`config.mk`:
```
export PLATFORM = sky130hd
export DESIGN_NAME = ipic_core
export DESIGN_NICKNAME = d
export VERILOG_FILES = /design/src/rtl/ipic_pkg.sv /design/src/rtl/ipic_bus.sv /design/src/rtl/ipic_state.sv /design/src/rtl/ipic_select.sv /design/src/rtl/ipic_core.sv
export SDC_FILE = /design/constraint.sdc
export NUM_CORES = 1
export LEC_CHECK = 0
export ABC_CLOCK_PERIOD_IN_PS = 2900
export CAP_MARGIN = 20
export CORE_MARGIN = 2
export CORE_UTILIZATION = 30
export CTS_BUF_LIST = sky130_fd_sc_hd__clkbuf_4
export DETAILED_ROUTE_END_ITERATION = 16
export GPL_TIMING_DRIVEN = 0
export REMOVE_ABC_BUFFERS = 1
export SETUP_SLACK_MARGIN = 0.2
export SLEW_MARGIN = 15
export SYNTH_ARGS = -nofsm -noshare
export SYNTH_HDL_FRONTEND = slang
export SYNTH_HIERARCHICAL = 1
export SYNTH_SLANG_ARGS = --single-unit
export TNS_END_PERCENT = 30
```
`constraint.sdc`:
```
create_clock -name clk -period 2.9 [get_ports clk]
set_input_delay 0.29 -clock clk [delete_from_list [all_inputs] [get_ports clk]]
set_output_delay 0.29 -clock clk [all_outputs]
set_load 0.01 [all_outputs]
```
`src/rtl/ipic_pkg.sv`:
```
`timescale 1ns/1ps
package ipic_pkg;
  localparam int ADDR_W = 12;
  localparam int IDX_W  = 10;
  localparam logic [IDX_W-1:0] SPURIOUS = 10'h3FF;

  localparam logic [ADDR_W-1:0] OFS_CTRL       = 12'h000;
  localparam logic [ADDR_W-1:0] OFS_SET_EN     = 12'h030;
  localparam logic [ADDR_W-1:0] OFS_CLR_EN     = 12'h034;
  localparam logic [ADDR_W-1:0] OFS_ACK        = 12'h044;
  localparam logic [ADDR_W-1:0] OFS_SET_MSK    = 12'h048;
  localparam logic [ADDR_W-1:0] OFS_CLR_MSK    = 12'h04C;
  localparam logic [ADDR_W-1:0] OFS_ROUTE_BASE = 12'h100;
endpackage

```
`src/rtl/ipic_bus.sv`:
```
`timescale 1ns/1ps
module ipic_bus
  import ipic_pkg::*;
#(
  parameter int N_SRC  = 32,
  parameter int N_CPU  = 4,
  parameter int DATA_W = 32,
  parameter int CPU_W  = 2,
  parameter int SW     = 5
) (
  input  logic                              clk,
  input  logic                              rst_n,
  input  logic                              req_valid,
  output logic                              req_ready,
  input  logic                              req_write,
  input  logic [ADDR_W-1:0]                 req_addr,
  input  logic [DATA_W-1:0]                 req_wdata,
  input  logic [CPU_W-1:0]                  req_cpu,
  output logic                              rsp_valid,
  input  logic                              rsp_ready,
  output logic [DATA_W-1:0]                 rsp_rdata,
  output logic                              set_en_we,
  output logic                              clr_en_we,
  output logic                              set_msk_we,
  output logic                              clr_msk_we,
  output logic                              route_we,
  output logic [SW-1:0]                     wr_sel,
  output logic [CPU_W-1:0]                  wr_cpu,
  output logic [N_CPU-1:0]                  wr_route,
  input  logic [N_SRC-1:0][N_CPU-1:0]       route_q,
  input  logic [N_CPU-1:0][IDX_W-1:0]       ack_idx
);
  logic              accept;
  logic              wr_acc;
  logic              rd_acc;
  logic [ADDR_W-1:0] roff;
  logic              route_hit;
  logic              idx_ok;
  logic              cpu_ok;
  logic [SW-1:0]     ridx;
  logic [DATA_W-1:0] rd_next;

  assign req_ready = !rsp_valid || rsp_ready;
  assign accept    = req_valid && req_ready;
  assign wr_acc    = accept && req_write;
  assign rd_acc    = accept && !req_write;

  // routing window decode
  assign roff      = req_addr - OFS_ROUTE_BASE;
  assign route_hit = (req_addr >= OFS_ROUTE_BASE) && (roff[1:0] == 2'b00)
                     && (int'(roff[ADDR_W-1:2]) < N_SRC);
  assign ridx      = roff[SW+1:2];

  // index carried in write data for the set/clear registers
  assign idx_ok    = int'(req_wdata[IDX_W-1:0]) < N_SRC;
  assign cpu_ok    = int'(req_cpu) < N_CPU;

  assign set_en_we  = wr_acc && (req_addr == OFS_SET_EN)  && idx_ok;
  assign clr_en_we  = wr_acc && (req_addr == OFS_CLR_EN)  && idx_ok;
  assign set_msk_we = wr_acc && (req_addr == OFS_SET_MSK) && idx_ok && cpu_ok;
  assign clr_msk_we = wr_acc && (req_addr == OFS_CLR_MSK) && idx_ok && cpu_ok;
  assign route_we   = wr_acc && route_hit;
  assign wr_sel     = route_hit ? ridx : req_wdata[SW-1:0];
  assign wr_cpu     = req_cpu;
  assign wr_route   = req_wdata[N_CPU-1:0];

  always_comb begin
    rd_next = '0;
    if (req_addr == OFS_CTRL) begin
      rd_next[IDX_W+1:2] = IDX_W'(N_SRC);
    end else if (req_addr == OFS_ACK) begin
      rd_next[IDX_W-1:0] = cpu_ok ? ack_idx[req_cpu] : SPURIOUS;
    end else if (route_hit) begin
      rd_next[N_CPU-1:0] = route_q[ridx];
    end
  end

  always_ff @(posedge clk or negedge rst_n) begin
    if (!rst_n) begin
      rsp_valid <= 1'b0;
      rsp_rdata <= '0;
    end else if (rd_acc) begin
      rsp_valid <= 1'b1;
      rsp_rdata <= rd_next;
    end else if (rsp_ready) begin
      rsp_valid <= 1'b0;
    end
  end

  // a stalled response keeps its data
  assert_rsp_hold_R9: assert property (@(posedge clk) disable iff (!rst_n)
    (rsp_valid && !rsp_ready) |=> (rsp_valid && $stable(rsp_rdata)));
endmodule

```
`src/rtl/ipic_state.sv`:
```
`timescale 1ns/1ps
module ipic_state #(
  parameter int N_SRC = 32,
  parameter int N_CPU = 4,
  parameter int CPU_W = 2,
  parameter int SW    = 5
) (
  input  logic                        clk,
  input  logic                        rst_n,
  input  logic                        set_en_we,
  input  logic                        clr_en_we,
  input  logic                        set_msk_we,
  input  logic                        clr_msk_we,
  input  logic                        route_we,
  input  logic [SW-1:0]               wr_sel,
  input  logic [CPU_W-1:0]            wr_cpu,
  input  logic [N_CPU-1:0]            wr_route,
  output logic [N_SRC-1:0]            en_q,
  output logic [N_CPU-1:0][N_SRC-1:0] mask_q,
  output logic [N_SRC-1:0][N_CPU-1:0] route_q
);
  always_ff @(posedge clk or negedge rst_n) begin
    if (!rst_n) begin
      en_q <= '0;
    end else if (set_en_we) begin
      en_q[wr_sel] <= 1'b1;
    end else if (clr_en_we) begin
      en_q[wr_sel] <= 1'b0;
    end
  end

  always_ff @(posedge clk or negedge rst_n) begin
    if (!rst_n) begin
      mask_q <= '1;
    end else begin
      for (int c = 0; c < N_CPU; c++) begin
        if (wr_cpu == CPU_W'(c)) begin
          if (set_msk_we)      mask_q[c][wr_sel] <= 1'b1;
          else if (clr_msk_we) mask_q[c][wr_sel] <= 1'b0;
        end
      end
    end
  end

  always_ff @(posedge clk or negedge rst_n) begin
    if (!rst_n) begin
      route_q <= '0;
    end else begin
      for (int s = 0; s < N_SRC; s++) begin
        if (route_we && (wr_sel == SW'(s))) route_q[s] <= wr_route;
      end
    end
  end

  // one register write touches at most one enable bit
  assert_single_enable_change_R3: assert property (@(posedge clk) disable iff (!rst_n)
    $countones(en_q ^ $past(en_q)) <= 1);
  // one register write touches at most one mask bit across all CPUs
  assert_single_mask_change_R4: assert property (@(posedge clk) disable iff (!rst_n)
    $countones(mask_q ^ $past(mask_q)) <= 1);
endmodule

```
`src/rtl/ipic_select.sv`:
```
`timescale 1ns/1ps
module ipic_select
  import ipic_pkg::*;
#(
  parameter int N_SRC     = 32,
  parameter int N_CPU     = 4,
  parameter int SW        = 5,
  parameter int TIMER_SRC = 5
) (
  input  logic                        clk,
  input  logic                        rst_n,
  input  logic [N_SRC-1:0]            src_lvl,
  input  logic [N_SRC-1:0]            en_q,
  input  logic [N_CPU-1:0][N_SRC-1:0] mask_q,
  input  logic [N_SRC-1:0][N_CPU-1:0] route_q,
  output logic [N_CPU-1:0]            irq_out,
  output logic [N_CPU-1:0][IDX_W-1:0] ack_idx
);
  for (genvar c = 0; c < N_CPU; c++) begin : g_cpu
    logic [N_SRC-1:0] elig;
    logic [IDX_W-1:0] pick;

    for (genvar s = 0; s < N_SRC; s++) begin : g_src
      if (s == TIMER_SRC) begin : g_timer
        assign elig[s] = src_lvl[s] & ~mask_q[c][s];
      end else begin : g_plain
        assign elig[s] = src_lvl[s] & ~mask_q[c][s] & en_q[s] & route_q[s][c];
      end
    end

    // lowest number wins
    always_comb begin
      pick = SPURIOUS;
      for (int s = N_SRC - 1; s >= 0; s--) begin
        if (elig[s]) pick = IDX_W'(s);
      end
    end

    assign irq_out[c] = |elig;
    assign ack_idx[c] = pick;

    // request line and acknowledge code agree
    assert_irq_matches_ack_R6: assert property (@(posedge clk) disable iff (!rst_n)
      irq_out[c] == (pick != SPURIOUS));
    // an acknowledged source is asserted and unmasked for this CPU
    assert_ack_source_live_R7: assert property (@(posedge clk) disable iff (!rst_n)
      (pick != SPURIOUS) |-> (src_lvl[pick[SW-1:0]] && !mask_q[c][pick[SW-1:0]]));
    // an unmasked, asserted timer line always raises the request
    assert_timer_bypass_R8: assert property (@(posedge clk) disable iff (!rst_n)
      (src_lvl[TIMER_SRC] && !mask_q[c][TIMER_SRC]) |-> irq_out[c]);
  end
endmodule

```
`src/rtl/ipic_core.sv`:
```
`timescale 1ns/1ps
module ipic_core
  import ipic_pkg::*;
#(
  parameter int N_SRC     = 32,
  parameter int N_CPU     = 4,
  parameter int TIMER_SRC = 5,
  parameter int DATA_W    = 32,
  localparam int CPU_W    = (N_CPU > 1) ? $clog2(N_CPU) : 1,
  localparam int SW       = (N_SRC > 1) ? $clog2(N_SRC) : 1
) (
  input  logic              clk,
  input  logic              rst_n,
  input  logic [N_SRC-1:0]  src_lvl,
  input  logic              req_valid,
  output logic              req_ready,
  input  logic              req_write,
  input  logic [11:0]       req_addr,
  input  logic [DATA_W-1:0] req_wdata,
  input  logic [CPU_W-1:0]  req_cpu,
  output logic              rsp_valid,
  input  logic              rsp_ready,
  output logic [DATA_W-1:0] rsp_rdata,
  output logic [N_CPU-1:0]  irq_out
);
  logic                        set_en_we;
  logic                        clr_en_we;
  logic                        set_msk_we;
  logic                        clr_msk_we;
  logic                        route_we;
  logic [SW-1:0]               wr_sel;
  logic [CPU_W-1:0]            wr_cpu;
  logic [N_CPU-1:0]            wr_route;
  logic [N_SRC-1:0]            en_q;
  logic [N_CPU-1:0][N_SRC-1:0] mask_q;
  logic [N_SRC-1:0][N_CPU-1:0] route_q;
  logic [N_CPU-1:0][IDX_W-1:0] ack_idx;

  ipic_bus #(.N_SRC(N_SRC), .N_CPU(N_CPU), .DATA_W(DATA_W), .CPU_W(CPU_W), .SW(SW)) u_bus (
    .clk(clk), .rst_n(rst_n),
    .req_valid(req_valid), .req_ready(req_ready), .req_write(req_write),
    .req_addr(req_addr), .req_wdata(req_wdata), .req_cpu(req_cpu),
    .rsp_valid(rsp_valid), .rsp_ready(rsp_ready), .rsp_rdata(rsp_rdata),
    .set_en_we(set_en_we), .clr_en_we(clr_en_we),
    .set_msk_we(set_msk_we), .clr_msk_we(clr_msk_we), .route_we(route_we),
    .wr_sel(wr_sel), .wr_cpu(wr_cpu), .wr_route(wr_route),
    .route_q(route_q), .ack_idx(ack_idx)
  );

  ipic_state #(.N_SRC(N_SRC), .N_CPU(N_CPU), .CPU_W(CPU_W), .SW(SW)) u_state (
    .clk(clk), .rst_n(rst_n),
    .set_en_we(set_en_we), .clr_en_we(clr_en_we),
    .set_msk_we(set_msk_we), .clr_msk_we(clr_msk_we), .route_we(route_we),
    .wr_sel(wr_sel), .wr_cpu(wr_cpu), .wr_route(wr_route),
    .en_q(en_q), .mask_q(mask_q), .route_q(route_q)
  );

  ipic_select #(.N_SRC(N_SRC), .N_CPU(N_CPU), .SW(SW), .TIMER_SRC(TIMER_SRC)) u_sel (
    .clk(clk), .rst_n(rst_n), .src_lvl(src_lvl),
    .en_q(en_q), .mask_q(mask_q), .route_q(route_q),
    .irq_out(irq_out), .ack_idx(ack_idx)
  );
endmodule

```
==> results.json, run 1 <==
{
  "period_share_pct": 100.4,
  "initial_utilization_pct": 30.19,
  "vias": 14100,
  "timing.fmax_mhz": 343.3,
  "drv_cap": 0,
  "io_buffers": 76,
  "critPathArrivalTime_ns": 2.62,
  "worstReg2RegEnd": "u_bus/rsp_rdata[2]",
  "reg2reg_slack_ns": 0.10,
  "final_common_cell": "mux2_2",
  "wl_per_cell_microns": 25.65,
  "hold_path_depth": 3,
  "cp_max_fo": 4,
  "yosys_warnings": 6,
  "grt_pass1_vias": 14270,
  "drc": 0,
  "die_h_microns": 244.5,
  "netlist_area_sq_mm": 0.01735,
  "core_sq_mm": 0.05748,
  "period_needed_ns": 2.913,
  "relSlewSlack_pct": 44.39,
  "die_w_microns": 244.5,
  "numCtsBuffers": 78,
  "rsz0062_at_grt": "true",
  "cts_tree": "built",
  "ant_nets": 0,
  "crit_type": "register to output pin",
  "die_area_sq_mm": 0.05978,
  "avgSynthCellArea_sq_um": 11.73,
  "final_util_pct": 36.74,
  "violations": "setup timing",
  "vias_per_cell": 5.839,
  "finish.instance_area_sq_mm": 0.02112,
  "slew_viol_final": 0,
  "first_iter_violations": 1322,
  "fin_worst_skew_ns": 0.05164,
  "num_rows": 88,
  "fin_ws_ns": -0.01282,
  "final_cell_mix": "263 x mux2_2, 167 x dfrtp_1, 128 x dfstp_2",
  "path_clk_slew_ns": 0.06,
  "dr.pass1.iters": 7,
  "root_buffer": "clkbuf_4",
  "end_kind": "output pin",
  "setup_violations": 2,
  "grt_max_degree": 104,
  "crit_required_ns": 2.61,
  "gp_congestion": 0.9168,
  "p_per_area_mw_per_mm2": 418.2,
  "wl_microns": 61940,
  "grt_pass1_wl_microns": 92000,
  "ff2ff_path_depth": 18,
  "cts_max_level": 3,
  "nNetsFinal": 1668,
  "cts_buffer_depth": 3,
  "outcome": "finished, violations left",
  "grt_use_total_pct": 20.50,
  "antenna_found_initial": 1,
  "hpwl_microns": 42500,
  "ios": 121,
  "hold_viol_final": 0,
  "syn_inst": 1479,
  "placed_area_sq_mm": 0.01908,
  "hp-start": "req_cpu[0]",
  "syn_to_final_growth_pct": 21.69,
  "clkLatencyLatePin_ns": 0.80,
  "numClockSinks": 298,
  "power_w": 0.008830,
  "p_leak_nw": 8.734,
  "crit_path_start_kind": "register",
  "layout-drive-gt1-share_pct": 47.36,
  "ir_drop_uv": 189.8,
  "grt_overflow_total": 0,
  "hold_class": "input pin to register",
  "worst_pin_slew_ns": 0.8296
}
## power by group
group          total (W)  switching, W  internal [W]
clock network    0.00390       0.00182       0.00209
registers        0.00418    0.00000494       0.00417
logic           0.000750      0.000501      0.000250
total            0.00883       0.00232       0.00651
## worst max path at each step
stage                       from                   to  slack (ns)  cells after the start
finish                  register           irq_out[2]       -0.01                      6
global placement     req_addr[2]             register      -12.61                      5
global route            register           irq_out[2]       -0.07                      6
CTS                     register           irq_out[3]       -0.09                      6
floorplan           req_addr[11]             register       -3.86                      8
detailed placement  req_addr[11]  u_state/route_q[95]       -1.71                      7
## worst max-delay path, cell delays in order (launching register included)
cell and delay, ns:
dfstp_2 0.54, and4b_2 0.26, nand4bb_4 0.25, nand4b_4 0.21
nor4_4 0.27, nand2_1 0.14, buf_2 0.17
## cell type report
| type | instances | area (sq um) |
|---|---|---|
| inverter | 6 | 22.52 |
| fill | 5583 | 36360 |
| sequential | 298 | 7621 |
| clock inverter | 22 | 136.4 |
| clock buffer | 122 | 915.9 |
| timing repair buffer | 165 | 2028 |
| antenna | 1 | 2.502 |
| tap | 765 | 957.2 |
| multi-input combinational | 1036 | 9433 |
## per-layer routing
metal  vias up  wire length (microns)  global-route usage [%]  share of wire [%]
li1       5986                      -                       -                  -
met1      7259                  26260                   27.09                 42
met2       718                  28720                   32.57                 46
met3       138                   4630                   3.775                7.5
met4         0                   2326                   9.415                3.8
met5         -                      0                       0                  0
## timing repair
action                     in CTS  in global routing
pin swaps                      20                 10
hold endpoints to repair      140                  0
setup buffers                  37                 12
hold buffers                    5                  0
gates resized for setup        55                 67
setup endpoints to repair     287                183
gates cloned                    2                  0
## stage by stage
step	setup slack, ns	setup TNS (ns)	hold WS [ns]	std cells
final	-0.01282	-0.01390	0.03685	2415
after global routing	-0.07094	-0.1770	0.09914	2415
after CTS	-0.08802	-0.1131	0.02850	2402
after detailed placement	-1.711	-336.40	0.1834	2214
after global placement	-12.61	-4802.20	0.4838	2181
after floorplan	-3.857	-477.79	-0.005591	1340
Power figures use the tool's default switching activity.
==> inputs of run 2 (changes only) <==
Settings changed: CORE_MARGIN 2 to default.
==> results.json, run 2 (synthesized netlist as in run 1, its figures left out) <==
{
  "setup_violations": 0,
  "finish.instance_area_sq_mm": 0.02095,
  "layout-drive-gt1-share_pct": 46.49,
  "combPwrFrac_pct": 8.1,
  "worst_pin_slew_ns": 1.004,
  "period_needed_ns": 2.878,
  "fin_worst_skew_ns": 0.06052,
  "ant_nets": 0,
  "crit_type": "register to output pin",
  "ios": 121,
  "dr.pass1.iters": 5,
  "hold_class": "input pin to asynchronous set/reset pin",
  "final_cell_mix": "264 x mux2_2, 166 x dfrtp_1, 136 x clkbuf_4",
  "rsz0062_at_grt": "true",
  "crit_required_ns": 2.61,
  "die_h_microns": 242.5,
  "io_buffers": 76,
  "cts_max_level": 3,
  "p_sw_w": 0.002380,
  "power_w": 0.009073,
  "drc": 0,
  "seqPwrFrac_pct": 46.0,
  "final_common_cell": "mux2_2",
  "n_fill_cell": 5550,
  "final-seq-area_sq_mm": 0.007622,
  "placed_area_sq_mm": 0.01902,
  "relSlewSlack_pct": 32.78,
  "cp_cell_sequence": "nand4b_1 > nand4_1 > or4b_4 > nor2_4 > nand3_2 > buf_6",
  "wl_per_cell_microns": 26.04,
  "timing.fmax_mhz": 347.5,
  "ir_drop_uv": 208.0,
  "crit_path_start_kind": "register",
  "vias_per_cell": 5.943,
  "grt_max_degree": 106,
  "hpwl_microns": 42570,
  "core_sq_mm": 0.05682,
  "p_per_area_mw_per_mm2": 433.2,
  "cp_max_fo": 2,
  "wl_microns": 62750,
  "nNetsFinal": 1668,
  "gp_congestion": 0.9384,
  "syn_to_final_growth_pct": 20.70,
  "grt_pass1_wl_microns": 92560,
  "path_clk_slew_ns": 0.07,
  "multi_input_area_sq_mm": 0.009301,
  "crit_family": "simple AND/OR/NAND/NOR gates",
  "slowest_stage": "dfstp_2",
  "internal_power_w": 0.006693,
  "antenna_found_initial": 2,
  "cts_tree": "built",
  "p_sw_share_pct": 26.23,
  "clkLatencyLatePin_ns": 0.81,
  "drv_cap": 0,
  "grt_use_total_pct": 20.89,
  "die_area_sq_mm": 0.05881,
  "clkPwrFrac_pct": 45.9,
  "die_w_microns": 242.5,
  "numClockSinks": 298,
  "outcome": "complete, no violations",
  "slew_viol_final": 0,
  "period_share_pct": 99.24,
  "max_stage_delay_ns": 0.53,
  "vias": 14320,
  "num_rows": 87,
  "cp_num_buf_inv": 1,
  "critPathArrivalTime_ns": 2.59,
  "numCtsBuffers": 82,
  "initial_utilization_pct": 30.54,
  "hold_slack_ns": 0.1145,
  "end_kind": "output pin",
  "first_iter_violations": 1528,
  "final_util_pct": 36.86,
  "cts_buffer_depth": 3,
  "hold_viol_final": 0,
  "grt_overflow_total": 0,
  "grt_pass1_vias": 14340,
  "p_leak_nw": 8.735,
  "tns_ns": 0,
  "root_buffer": "clkbuf_4"
}
==> run 2: final cells by class <==
| class | count | share of cell area (%) |
|---|---|---|
| well taps | 756 | 4.516 |
| diodes | 2 | 0.02389 |
| clock buffers | 136 | 4.875 |
| multi-input cells | 1038 | 44.41 |
| repair buffers | 159 | 9.134 |
| inverters | 6 | 0.1075 |
| flip-flops and latches | 298 | 36.39 |
| clock inverters | 15 | 0.5436 |
==> run 2: power groups by stage <==
| stage | sequential (W) | clock, W | combinational [W] |
|---|---|---|---|
| floorplan | 0.00425 | 0 | 0.000198 |
| global placement | 0.00425 | 0 | 0.000612 |
| detailed placement | 0.00425 | 0 | 0.000693 |
| CTS | 0.00418 | 0.00425 | 0.000714 |
| global route | 0.00417 | 0.00449 | 0.000771 |
| finish | 0.00418 | 0.00416 | 0.000736 |
==> run 2: stage by stage <==
stage	cells	setup slack, ns
2_1_floorplan	1340	-3.857
3_3_place_gp	2172	-12.78
3_5_place_dp	2204	-1.581
4_1_cts	2396	-0.03501
5_1_grt	2409	-0.09825
6_report	2410	0.02218
==> run 2: what timing repair did <==
item | in CTS | in global routing
gates cloned | 2 | 1
endpoints found under the setup margin | 274 | 193
gates resized for setup | 52 | 42
hold endpoints to repair | 113 | 0
hold buffers | 4 | 0
pin swaps | 19 | 12
buffers inserted | 35 | 11
==> run 2: metal layers <==
layer	up-vias	share of wire, %	track usage (%)
li1	5984	-	-
met1	7352	41	27.31
met2	810	46	32.53
met3	176	8.6	4.475
met4	0	4.0	10.46
met5	-	0	0
==> run 2: worst paths after layout <==
check	start	endpoint	slack [ns]	cells after the start
max	register	irq_out[3]	0.02	6
min	rst_n	u_state/route_q[22]	0.11	3
max reg2reg	register	u_bus/rsp_rdata[2]	0.13	17
min reg2reg	u_state/route_q[21]	u_state/route_q[21]	0.52	1
max in group asynchronous	rst_n	asynchronous set/reset pin	1.77	4
min in group clk	req_wdata[3]	u_state/route_q[115]	0.12	2
==> run 2: tightest hold or removal path, stage by stage <==
cell	delay, ns
dlygate4sd3_1	0.56
buf_8	0.11
buf_16	0.39
